**src/rtl/sfs_pkg.sv**
```systemverilog
// Shared types and register encodings for the serial flash frame sequencer.
package sfs_pkg;

    typedef enum logic [2:0] {
        ST_IDLE,
        ST_SETUP,
        ST_LOAD,
        ST_LOW,
        ST_HIGH,
        ST_FINISH
    } sfs_state_e;

    localparam logic [2:0] A_CTRL = 3'd0;
    localparam logic [2:0] A_TLO  = 3'd1;
    localparam logic [2:0] A_THI  = 3'd2;
    localparam logic [2:0] A_GO   = 3'd3;
    localparam logic [2:0] A_STAT = 3'd4;
    localparam logic [2:0] A_IEN  = 3'd5;
    localparam logic [2:0] A_BYTE = 3'd6;
    localparam logic [2:0] A_WORD = 3'd7;

    localparam int B_TXDONE  = 0;
    localparam int B_RXDONE  = 1;
    localparam int B_RXAVAIL = 2;
    localparam int B_TXAVAIL = 3;
    localparam int B_RXEMPTY = 4;
    localparam int B_TXFULL  = 5;
    localparam int B_READY   = 7;

endpackage

```
**src/rtl/sfs_fifo.sv**
```systemverilog
// Byte FIFO that accepts up to LANES bytes per push and per pop.
// Assumes: DEPTH is a power of two, and the caller never pushes more bytes
// than there are free slots or pops more than it holds.
module sfs_fifo #(
    parameter int DEPTH = 16,
    parameter int LANES = 4,
    localparam int AW   = $clog2(DEPTH),
    localparam int CW   = AW + 1,
    localparam int NW   = $clog2(LANES + 1)
) (
    input  logic               clk,
    input  logic               rst_n,
    input  logic [NW-1:0]      push_n,
    input  logic [8*LANES-1:0] push_data,
    input  logic [NW-1:0]      pop_n,
    output logic [8*LANES-1:0] peek,
    output logic [CW-1:0]      level
);

    logic [7:0]    mem [DEPTH];
    logic [AW-1:0] wp, rp;

    // Storage write: lane k lands in the slot k places after the write pointer.
    always_ff @(posedge clk) begin
        for (int k = 0; k < LANES; k++) begin
            if (32'(push_n) > k) mem[wp + AW'(k)] <= push_data[8*k +: 8];
        end
    end

    // Pointer and fill level update.
    always_ff @(posedge clk) begin
        if (!rst_n) begin
            wp    <= '0;
            rp    <= '0;
            level <= '0;
        end else begin
            wp    <= wp + AW'(push_n);
            rp    <= rp + AW'(pop_n);
            level <= level + CW'(push_n) - CW'(pop_n);
        end
    end

    // Head bytes, oldest in the lowest lane.
    for (genvar g = 0; g < LANES; g++) begin : g_peek
        assign peek[8*g +: 8] = mem[rp + AW'(g)];
    end


    level_max_chk: assert property (@(posedge clk) disable iff (!rst_n)
        level <= CW'(DEPTH));

    pop_guard_chk: assert property (@(posedge clk) disable iff (!rst_n)
        CW'(pop_n) <= level);

endmodule

```
**src/rtl/sfs_clkdiv.sv**
```systemverilog
// Half-period tick generator for the serial clock.
// Assumes: the engine holds clear while it waits, so each half period starts at 0.
module sfs_clkdiv #(
    parameter int RATE_W = 4
) (
    input  logic              clk,
    input  logic              rst_n,
    input  logic              en,
    input  logic              clear,
    input  logic [RATE_W-1:0] rate,
    output logic              tick
);

    logic [RATE_W-1:0] cnt;
    logic [RATE_W-1:0] lim;

    // A rate of zero is treated as one.
    assign lim  = (rate == '0) ? '0 : rate - RATE_W'(1);
    assign tick = en && !clear && (cnt == lim);

    // Count system clocks inside one half period.
    always_ff @(posedge clk) begin
        if (!rst_n || clear || tick || !en) cnt <= '0;
        else                                cnt <= cnt + RATE_W'(1);
    end


    half_len_chk: assert property (@(posedge clk) disable iff (!rst_n)
        en && !clear |-> cnt <= lim);

endmodule

```
**src/rtl/sfs_engine.sv**
```systemverilog
// Frame engine: chip select, serial clock, shift registers and the split of a
// frame into a command phase (receive discarded) and a data phase (receive kept).
// Assumes: start only arrives while idle; tick comes from sfs_clkdiv.
module sfs_engine
    import sfs_pkg::*;
#(
    parameter int RATE_W = 4,
    parameter int CNT_W  = 32,
    parameter int CMD_W  = 9
) (
    input  logic              clk,
    input  logic              rst_n,
    input  logic              start,
    input  logic [CNT_W-1:0]  total,
    input  logic [CMD_W-1:0]  cmd,
    input  logic [RATE_W-1:0] rate,
    input  logic              idle_hi,
    input  logic              tx_empty,
    input  logic [7:0]        tx_byte,
    input  logic              rx_full,
    input  logic              tick,
    input  logic              miso,
    output logic              tx_pop,
    output logic              rx_push,
    output logic [7:0]        rx_byte,
    output logic              div_en,
    output logic              div_clear,
    output logic [RATE_W-1:0] rate_q,
    output logic              sclk,
    output logic              cs_n,
    output logic              mosi,
    output logic              busy,
    output logic              done
);

    sfs_state_e       state;
    logic [CNT_W-1:0] idx, total_q;
    logic [CMD_W-1:0] cmd_q;
    logic             idle_q, keep_q;
    logic [7:0]       shreg, rxsh;
    logic [2:0]       bitc;
    logic             from_fifo, returns, can_go;

    // Phase of the byte about to start.
    assign from_fifo = (cmd_q == '0) || (idx < CNT_W'(cmd_q));
    assign returns   = (cmd_q == '0) || (idx >= CNT_W'(cmd_q));
    assign can_go    = (!from_fifo || !tx_empty) && (!returns || !rx_full);

    // Per-cycle strobes to the FIFOs and the divider.
    always_comb begin
        tx_pop    = 1'b0;
        rx_push   = 1'b0;
        div_clear = 1'b0;
        case (state)
            ST_IDLE: div_clear = 1'b1;
            ST_LOAD: begin
                div_clear = 1'b1;
                tx_pop    = can_go && from_fifo;
            end
            ST_HIGH: rx_push = tick && (bitc == 3'd7) && keep_q;
            default: ;
        endcase
    end

    // Frame sequencing and shifting.
    always_ff @(posedge clk) begin
        if (!rst_n) begin
            state   <= ST_IDLE;
            idx     <= '0;
            total_q <= '0;
            cmd_q   <= '0;
            rate_q  <= '0;
            idle_q  <= 1'b0;
            keep_q  <= 1'b0;
            shreg   <= '0;
            rxsh    <= '0;
            bitc    <= '0;
            done    <= 1'b0;
        end else begin
            done <= 1'b0;
            case (state)
                ST_IDLE: if (start && total != '0) begin
                    total_q <= total;
                    cmd_q   <= cmd;
                    rate_q  <= rate;
                    idle_q  <= idle_hi;
                    idx     <= '0;
                    state   <= ST_SETUP;
                end
                ST_SETUP: if (tick) state <= ST_LOAD;
                ST_LOAD: if (can_go) begin
                    shreg  <= from_fifo ? tx_byte : 8'hFF;
                    keep_q <= returns;
                    bitc   <= '0;
                    state  <= ST_LOW;
                end
                ST_LOW: if (tick) begin
                    rxsh  <= {rxsh[6:0], miso};
                    state <= ST_HIGH;
                end
                ST_HIGH: if (tick) begin
                    if (bitc == 3'd7) begin
                        idx   <= idx + CNT_W'(1);
                        state <= (idx + CNT_W'(1) == total_q) ? ST_FINISH : ST_LOAD;
                    end else begin
                        shreg <= {shreg[6:0], 1'b0};
                        bitc  <= bitc + 3'd1;
                        state <= ST_LOW;
                    end
                end
                ST_FINISH: if (tick) begin
                    state <= ST_IDLE;
                    done  <= 1'b1;
                end
                default: state <= ST_IDLE;
            endcase
        end
    end

    assign rx_byte = rxsh;
    assign mosi    = shreg[7];
    assign cs_n    = (state == ST_IDLE);
    assign busy    = (state != ST_IDLE);
    assign div_en  = busy;
    assign sclk    = (state == ST_IDLE) ? idle_hi :
                     (state == ST_LOW)  ? 1'b0 :
                     (state == ST_HIGH) ? 1'b1 : idle_q;


    byte_bound_chk: assert property (@(posedge clk) disable iff (!rst_n)
        busy |-> idx <= total_q);

    done_idle_chk: assert property (@(posedge clk) disable iff (!rst_n)
        done |-> cs_n);

    cmd_discard_chk: assert property (@(posedge clk) disable iff (!rst_n)
        rx_push |-> (cmd_q == '0) || (idx >= CNT_W'(cmd_q)));

    stall_rest_chk: assert property (@(posedge clk) disable iff (!rst_n)
        tx_pop |-> !tx_empty);

endmodule

```
**src/rtl/sfs_top.sv**
```systemverilog
// Top of the serial flash frame sequencer: register port, status and
// interrupt, two byte FIFOs, the divider and the frame engine.
// Assumes: software launches a frame only while status bit 7 is set.
module sfs_top
    import sfs_pkg::*;
#(
    parameter int FIFO_DEPTH = 16,
    parameter int RATE_W     = 4,
    parameter int CMD_W      = 9,
    parameter int HALF_W     = 16,
    localparam int CNT_W     = 2 * HALF_W,
    localparam int LANES     = 4,
    localparam int DW        = 8 * LANES,
    localparam int LVL_W     = $clog2(FIFO_DEPTH) + 1,
    localparam int NW        = $clog2(LANES + 1)
) (
    input  logic          clk,
    input  logic          rst_n,
    input  logic          reg_wr,
    input  logic          reg_rd,
    input  logic [2:0]    reg_addr,
    input  logic [DW-1:0] reg_wdata,
    output logic [DW-1:0] reg_rdata,
    output logic          irq,
    output logic          sclk,
    output logic          cs_n,
    output logic          mosi,
    input  logic          miso
);

    logic [RATE_W-1:0] ctrl_rate, rate_q;
    logic              ctrl_idle, ctrl_word;
    logic [HALF_W-1:0] tot_lo, tot_hi;
    logic [CMD_W-1:0]  cmd_reg;
    logic [7:0]        ien, status;
    logic              ev_txdone, ev_rxdone;
    logic [NW-1:0]     tx_push_n, tx_pop_n, rx_push_n, rx_pop_n;
    logic [DW-1:0]     tx_peek, rx_peek;
    logic [LVL_W-1:0]  tx_lvl, rx_lvl;
    logic              tx_pop, rx_push, tick, div_en, div_clear, busy, done, start;
    logic [7:0]        rx_byte;
    logic              wr_stat;

    assign start   = reg_wr && (reg_addr == A_GO);
    assign wr_stat = reg_wr && (reg_addr == A_STAT);

    // Configuration registers.
    always_ff @(posedge clk) begin
        if (!rst_n) begin
            ctrl_rate <= '0;
            ctrl_idle <= 1'b0;
            ctrl_word <= 1'b0;
            tot_lo    <= '0;
            tot_hi    <= '0;
            cmd_reg   <= '0;
            ien       <= '0;
        end else if (reg_wr) begin
            case (reg_addr)
                A_CTRL: begin
                    ctrl_rate <= reg_wdata[RATE_W-1:0];
                    ctrl_idle <= reg_wdata[RATE_W];
                    ctrl_word <= reg_wdata[RATE_W+1];
                end
                A_TLO:  tot_lo  <= reg_wdata[HALF_W-1:0];
                A_THI:  tot_hi  <= reg_wdata[HALF_W-1:0];
                A_GO:   cmd_reg <= reg_wdata[CMD_W-1:0];
                A_IEN:  ien     <= reg_wdata[7:0];
                default: ;
            endcase
        end
    end

    // Completion events: set at frame end, cleared by writing 1.
    always_ff @(posedge clk) begin
        if (!rst_n) begin
            ev_txdone <= 1'b0;
            ev_rxdone <= 1'b0;
        end else begin
            ev_txdone <= done || (ev_txdone && !(wr_stat && reg_wdata[B_TXDONE]));
            ev_rxdone <= done || (ev_rxdone && !(wr_stat && reg_wdata[B_RXDONE]));
        end
    end

    // Status vector and combined interrupt.
    always_comb begin
        status            = '0;
        status[B_TXDONE]  = ev_txdone;
        status[B_RXDONE]  = ev_rxdone;
        status[B_RXAVAIL] = (rx_lvl != '0);
        status[B_TXAVAIL] = (tx_lvl != LVL_W'(FIFO_DEPTH));
        status[B_RXEMPTY] = (rx_lvl == '0);
        status[B_TXFULL]  = (tx_lvl == LVL_W'(FIFO_DEPTH));
        status[B_READY]   = !busy;
    end
    assign irq = |(status & ien);

    // FIFO access from the register port.
    always_comb begin
        tx_push_n = '0;
        rx_pop_n  = '0;
        if (reg_wr && reg_addr == A_BYTE && tx_lvl < LVL_W'(FIFO_DEPTH))
            tx_push_n = NW'(1);
        if (reg_wr && reg_addr == A_WORD && ctrl_word && tx_lvl <= LVL_W'(FIFO_DEPTH - LANES))
            tx_push_n = NW'(LANES);
        if (reg_rd && reg_addr == A_BYTE && rx_lvl != '0)
            rx_pop_n = NW'(1);
        if (reg_rd && reg_addr == A_WORD && ctrl_word && rx_lvl >= LVL_W'(LANES))
            rx_pop_n = NW'(LANES);
    end
    assign tx_pop_n  = NW'(tx_pop);
    assign rx_push_n = NW'(rx_push);

    // Read data selection.
    always_comb begin
        reg_rdata = '0;
        case (reg_addr)
            A_CTRL: reg_rdata[RATE_W+1:0] = {ctrl_word, ctrl_idle, ctrl_rate};
            A_TLO:  reg_rdata[HALF_W-1:0] = tot_lo;
            A_THI:  reg_rdata[HALF_W-1:0] = tot_hi;
            A_GO:   reg_rdata[CMD_W-1:0]  = cmd_reg;
            A_STAT: reg_rdata[7:0]        = status;
            A_IEN:  reg_rdata[7:0]        = ien;
            A_BYTE: if (rx_lvl != '0) reg_rdata[7:0] = rx_peek[7:0];
            A_WORD: if (ctrl_word && rx_lvl >= LVL_W'(LANES)) reg_rdata = rx_peek;
            default: ;
        endcase
    end

    sfs_fifo #(.DEPTH(FIFO_DEPTH), .LANES(LANES)) u_txf (
        .clk(clk), .rst_n(rst_n), .push_n(tx_push_n), .push_data(reg_wdata),
        .pop_n(tx_pop_n), .peek(tx_peek), .level(tx_lvl)
    );

    sfs_fifo #(.DEPTH(FIFO_DEPTH), .LANES(LANES)) u_rxf (
        .clk(clk), .rst_n(rst_n), .push_n(rx_push_n), .push_data({{(DW-8){1'b0}}, rx_byte}),
        .pop_n(rx_pop_n), .peek(rx_peek), .level(rx_lvl)
    );

    sfs_clkdiv #(.RATE_W(RATE_W)) u_div (
        .clk(clk), .rst_n(rst_n), .en(div_en), .clear(div_clear), .rate(rate_q), .tick(tick)
    );

    sfs_engine #(.RATE_W(RATE_W), .CNT_W(CNT_W), .CMD_W(CMD_W)) u_eng (
        .clk(clk), .rst_n(rst_n), .start(start), .total({tot_hi, tot_lo}),
        .cmd(reg_wdata[CMD_W-1:0]), .rate(ctrl_rate), .idle_hi(ctrl_idle),
        .tx_empty(tx_lvl == '0), .tx_byte(tx_peek[7:0]),
        .rx_full(rx_lvl == LVL_W'(FIFO_DEPTH)), .tick(tick), .miso(miso),
        .tx_pop(tx_pop), .rx_push(rx_push), .rx_byte(rx_byte), .div_en(div_en),
        .div_clear(div_clear), .rate_q(rate_q), .sclk(sclk), .cs_n(cs_n),
        .mosi(mosi), .busy(busy), .done(done)
    );


    w1c_clear_chk: assert property (@(posedge clk) disable iff (!rst_n)
        wr_stat && reg_wdata[B_TXDONE] && !done |=> !status[B_TXDONE]);

    ready_idle_chk: assert property (@(posedge clk) disable iff (!rst_n)
        status[B_READY] |-> cs_n);

endmodule

```
**config.mk**
```make
export PLATFORM = sky130hd
export DESIGN_NAME = sfs_top
export DESIGN_NICKNAME = d
export VERILOG_FILES = /design/src/rtl/sfs_pkg.sv /design/src/rtl/sfs_fifo.sv /design/src/rtl/sfs_clkdiv.sv /design/src/rtl/sfs_engine.sv /design/src/rtl/sfs_top.sv
export SDC_FILE = /design/constraint.sdc
export NUM_CORES = 1
export LEC_CHECK = 0
export CORE_ASPECT_RATIO = 0.7
export CORE_MARGIN = 4
export CORE_UTILIZATION = 35
export CTS_BUF_LIST = sky130_fd_sc_hd__clkbuf_8
export DETAILED_ROUTE_END_ITERATION = 16
export GPL_ROUTABILITY_DRIVEN = 0
export PLACE_DENSITY_LB_ADDON = 0.12
export SLEW_MARGIN = 5
export SYNTH_ARGS = -nofsm -noshare
export SYNTH_HDL_FRONTEND = slang
export SYNTH_SLANG_ARGS = --single-unit
```
**constraint.sdc**
```tcl
create_clock -name clk -period 7.6 [get_ports clk]
set_input_delay 1.14 -clock clk [delete_from_list [all_inputs] [get_ports clk]]
set_output_delay 1.14 -clock clk [all_outputs]
set_load 0.02 [all_outputs]
```
==> flow_summary_export.csv <==
group,metric,value,unit
place,hpwl,64900,microns
routing,drc_errors,0,
power_and_ir_drop,power,5.74,mW
floorplanning,die_area,85100,sq um
yosys,ys.flop_type,"edfxtp_1",
yosys,synth_seq_cells,445,
cts,clkLatencyLatePin,0.69,ns
critical_path,end_kind,"output pin",
global_routing,grt_pass1_wl,143000,microns
critical_path,critPathArrivalTime,4.68,ns
finish,top_regs,"u_rxf.mem: 128 flops, u_txf.mem: 128 flops",
critical_path,cp-start-kind,"flop",
place,numPortBuffers,75,
yosys,yosys.cell_types.count,69,
timing,worstMarginPinSlew,1.43,ns
timing,fin_setup_tns,0,ns
run_status,status,"complete, no violations",
timing,period_share,0.766,
critical_path,r2r_start,"u_eng.idx[5]",
cts,cts_resized,0,
yosys,synth-async-reset-ratio,0,
finish,utilization,0.395,
finish,fin_nets,2715,
power_and_ir_drop,comb_power_share,0.146,
power_and_ir_drop,p_sw_frac,0.284,
finish,final_area,31300,sq um
global_routing,antenna_found_initial,1,
yosys,netlist_area,28200,sq um
power_and_ir_drop,p_leak,10.7,nW
yosys,synth_edf_count,256,
timing,hold_viol,0,
floorplanning,fp.dieH,245,microns
power_and_ir_drop,p_seq_frac,0.457,
floorplanning,rows,86,
timing,finalClockSkew,0.0412,ns
power_and_ir_drop,ir_drop,0.0000950,V
power_and_ir_drop,internal_power,4.11,mW
routing,routed_via_density,5.86,
global_routing,grt_usage,0.225,
routing,ant_nets,0,
timing,min_period,5.82,ns
yosys,ys_seq_area_frac,0.407,
power_and_ir_drop,pwr-share-clk,0.398,
min_path,holdPathStages,2,
timing,clock.fmax,0.172,GHz
run,max_cap_violations,0,
critical_path,cp.required,6.46,ns
min_path,hold_path.class,"flop to flop",
critical_path,ff2ff_setup_slack,2.54,ns
timing,slew_viol_final,0,
finish,drive_gt1_frac,0.185,
cts,numCtsBuffers,80,
floorplanning,die_x,347,microns
yosys,syn_nets,2739,
critical_path,cp_max_fo,34,
routing,drt_iter0_markers,2246,
yosys,postSynthAreaPerCell,10.6,sq um
cts,hold_buffers,0,
routing,drtPass1Iterations,5,
cts,clkTransAtPathRegs,0.06,ns
cts,cts_root_buf,"clkbuf_8",
cts,tritoncts,"yes",
cts,cts.sinks,445,
min_path,min_to,"cmd_reg[6]",
critical_path,r2r-end,"u_txf.level[4]",
floorplanning,coreArea,79200,sq um
floorplanning,initial_core_util,0.355,
global_routing,grt-ovfl-total,0,
min_path,min-delay-start,"cmd_reg[6]",
timing,rsz0062_at_grt,"no",
finish,areaGrowthSynthToFinish,11.3,%
timing,setup_violations,0,
routing,vias,22000,
critical_path,rr_worst_depth,19,
yosys,postSynthCellCount,2654,
place,place_area,29700,sq um
floorplanning,io_pins,76,
cts,post_cts_buffers,0,
global_routing,grt_max_degree,108,
routing,wl_per_cell,26.1,microns
timing,max_slew_margin,0.0451,
routing,drt_wl_total,97900,microns
cts,clockBufferDepth,3,
critical_path,crit_type,"flop to output pin",
power_and_ir_drop,p_per_area,183,nW/um^2
cts,htree_levels,3,
yosys,yosys_warnings,0,
global_routing,grt_pass1_vias,21000,
power_and_ir_drop,p_sw,1.63,mW
## cell families after synthesis
kind of cell / share of synthesized area
DFF: 0.407
muxes: 0.269
adders and majority gates: 0.0205
and+or+nand+nor: 0.142
xor gates and xnor gates: 0.0212
buffers and inverters: 0.0387
AOI/OAI and AO/OA: 0.102
## placed cells by master (no fill, tap or decap), types with 81 or more instances in the layout
master,n
clkbuf_8,97
nor2_1,130
o21ai_0,209
edfxtp_1,256
dfxtp_1,186
nor2b_1,97
mux2i_1,217
mux2_2,111
nand2_1,333
mux4_2,184
inv_1,81
## power by group through the flow
| stage | clock (mW) | combinational (mW) | sequential (mW) |
|---|---|---|---|
| CTS | 2.35 | 0.836 | 2.62 |
| detailed placement | 0 | 0.832 | 2.67 |
| global placement | 0 | 0.822 | 2.67 |
| global route | 2.46 | 0.914 | 2.63 |
| finish | 2.28 | 0.836 | 2.62 |
| floorplan | 0 | 0.560 | 2.64 |
## critical path, cell delays in order (launching register included)
cell and delay [ns]:
dfxtp_4 0.70, inv_1 0.10, ha_2 0.96, buf_4 0.43, mux4_2 0.35, mux2_2 0.27
o21ai_0 0.27, o21ai_0 0.24, clkdlybuf4s50_1 0.64
## worst max-delay path by stage
stage	from	to	slack, ns	depth (start not counted)
6_report	u_rxf.rp[0]	reg_rdata[12]	1.78	8
5_1_grt	u_rxf.rp[1]	reg_rdata[19]	1.52	7
4_1_cts	u_rxf.rp[1]	reg_rdata[19]	1.65	7
3_5_place_dp	reg_addr[1]	u_txf.mem[12][2]	1.97	8
3_3_place_gp	reg_addr[1]	u_txf.mem[12][2]	2.09	8
2_1_floorplan	u_rxf.rp[0]	reg_rdata[25]	2.21	12
## per-stage QoR
step | setup WS [ns] | cells | hold slack, ns
finish | 1.78 | 3747 | 0.468
CTS | 1.65 | 3746 | 0.468
global placement | 2.09 | 3604 | 0.449
floorplan | 2.21 | 2654 | 0.440
global route | 1.52 | 3747 | 0.499
detailed placement | 1.97 | 3604 | 0.459
## cells in the mapped netlist, drive strengths merged, types with 37 or more instances
cell,instances,share of area
nand2,333,0.044
edfxtp,256,0.27
mux2i,217,0.077
o21ai,210,0.037
dfxtp,189,0.13
clkbuf,186,0.025
mux4,184,0.15
nor2,134,0.018
mux2,111,0.044
nor2b,97,0.022
a21oi,72,0.013
a21boi,59,0.016
and2,53,0.012
inv,51,0.0068
xnor2,50,0.016
buf,49,0.0070
nand3,46,0.0086
ha,43,0.019
nor3,37,0.0066
## per-layer routing
metal	share of wire	global-route usage	wire length [microns]
met1	0.45	0.331	44100
met2	0.42	0.323	40800
met3	0.10	0.0561	9840
met4	0.032	0.0743	3180
met5	0	0	0
## layout make-up
class / instances / area [sq um]
antenna: 1 / 2.50
clock buffer: 97 / 1340
clock inverter: 45 / 241
fill: 7665 / 47900
inverter: 51 / 191
multi-input combinational: 1923 / 15600
sequential: 445 / 11500
tap: 1056 / 1320
timing repair buffer: 129 / 1110
(Power assumes the default switching activity.)
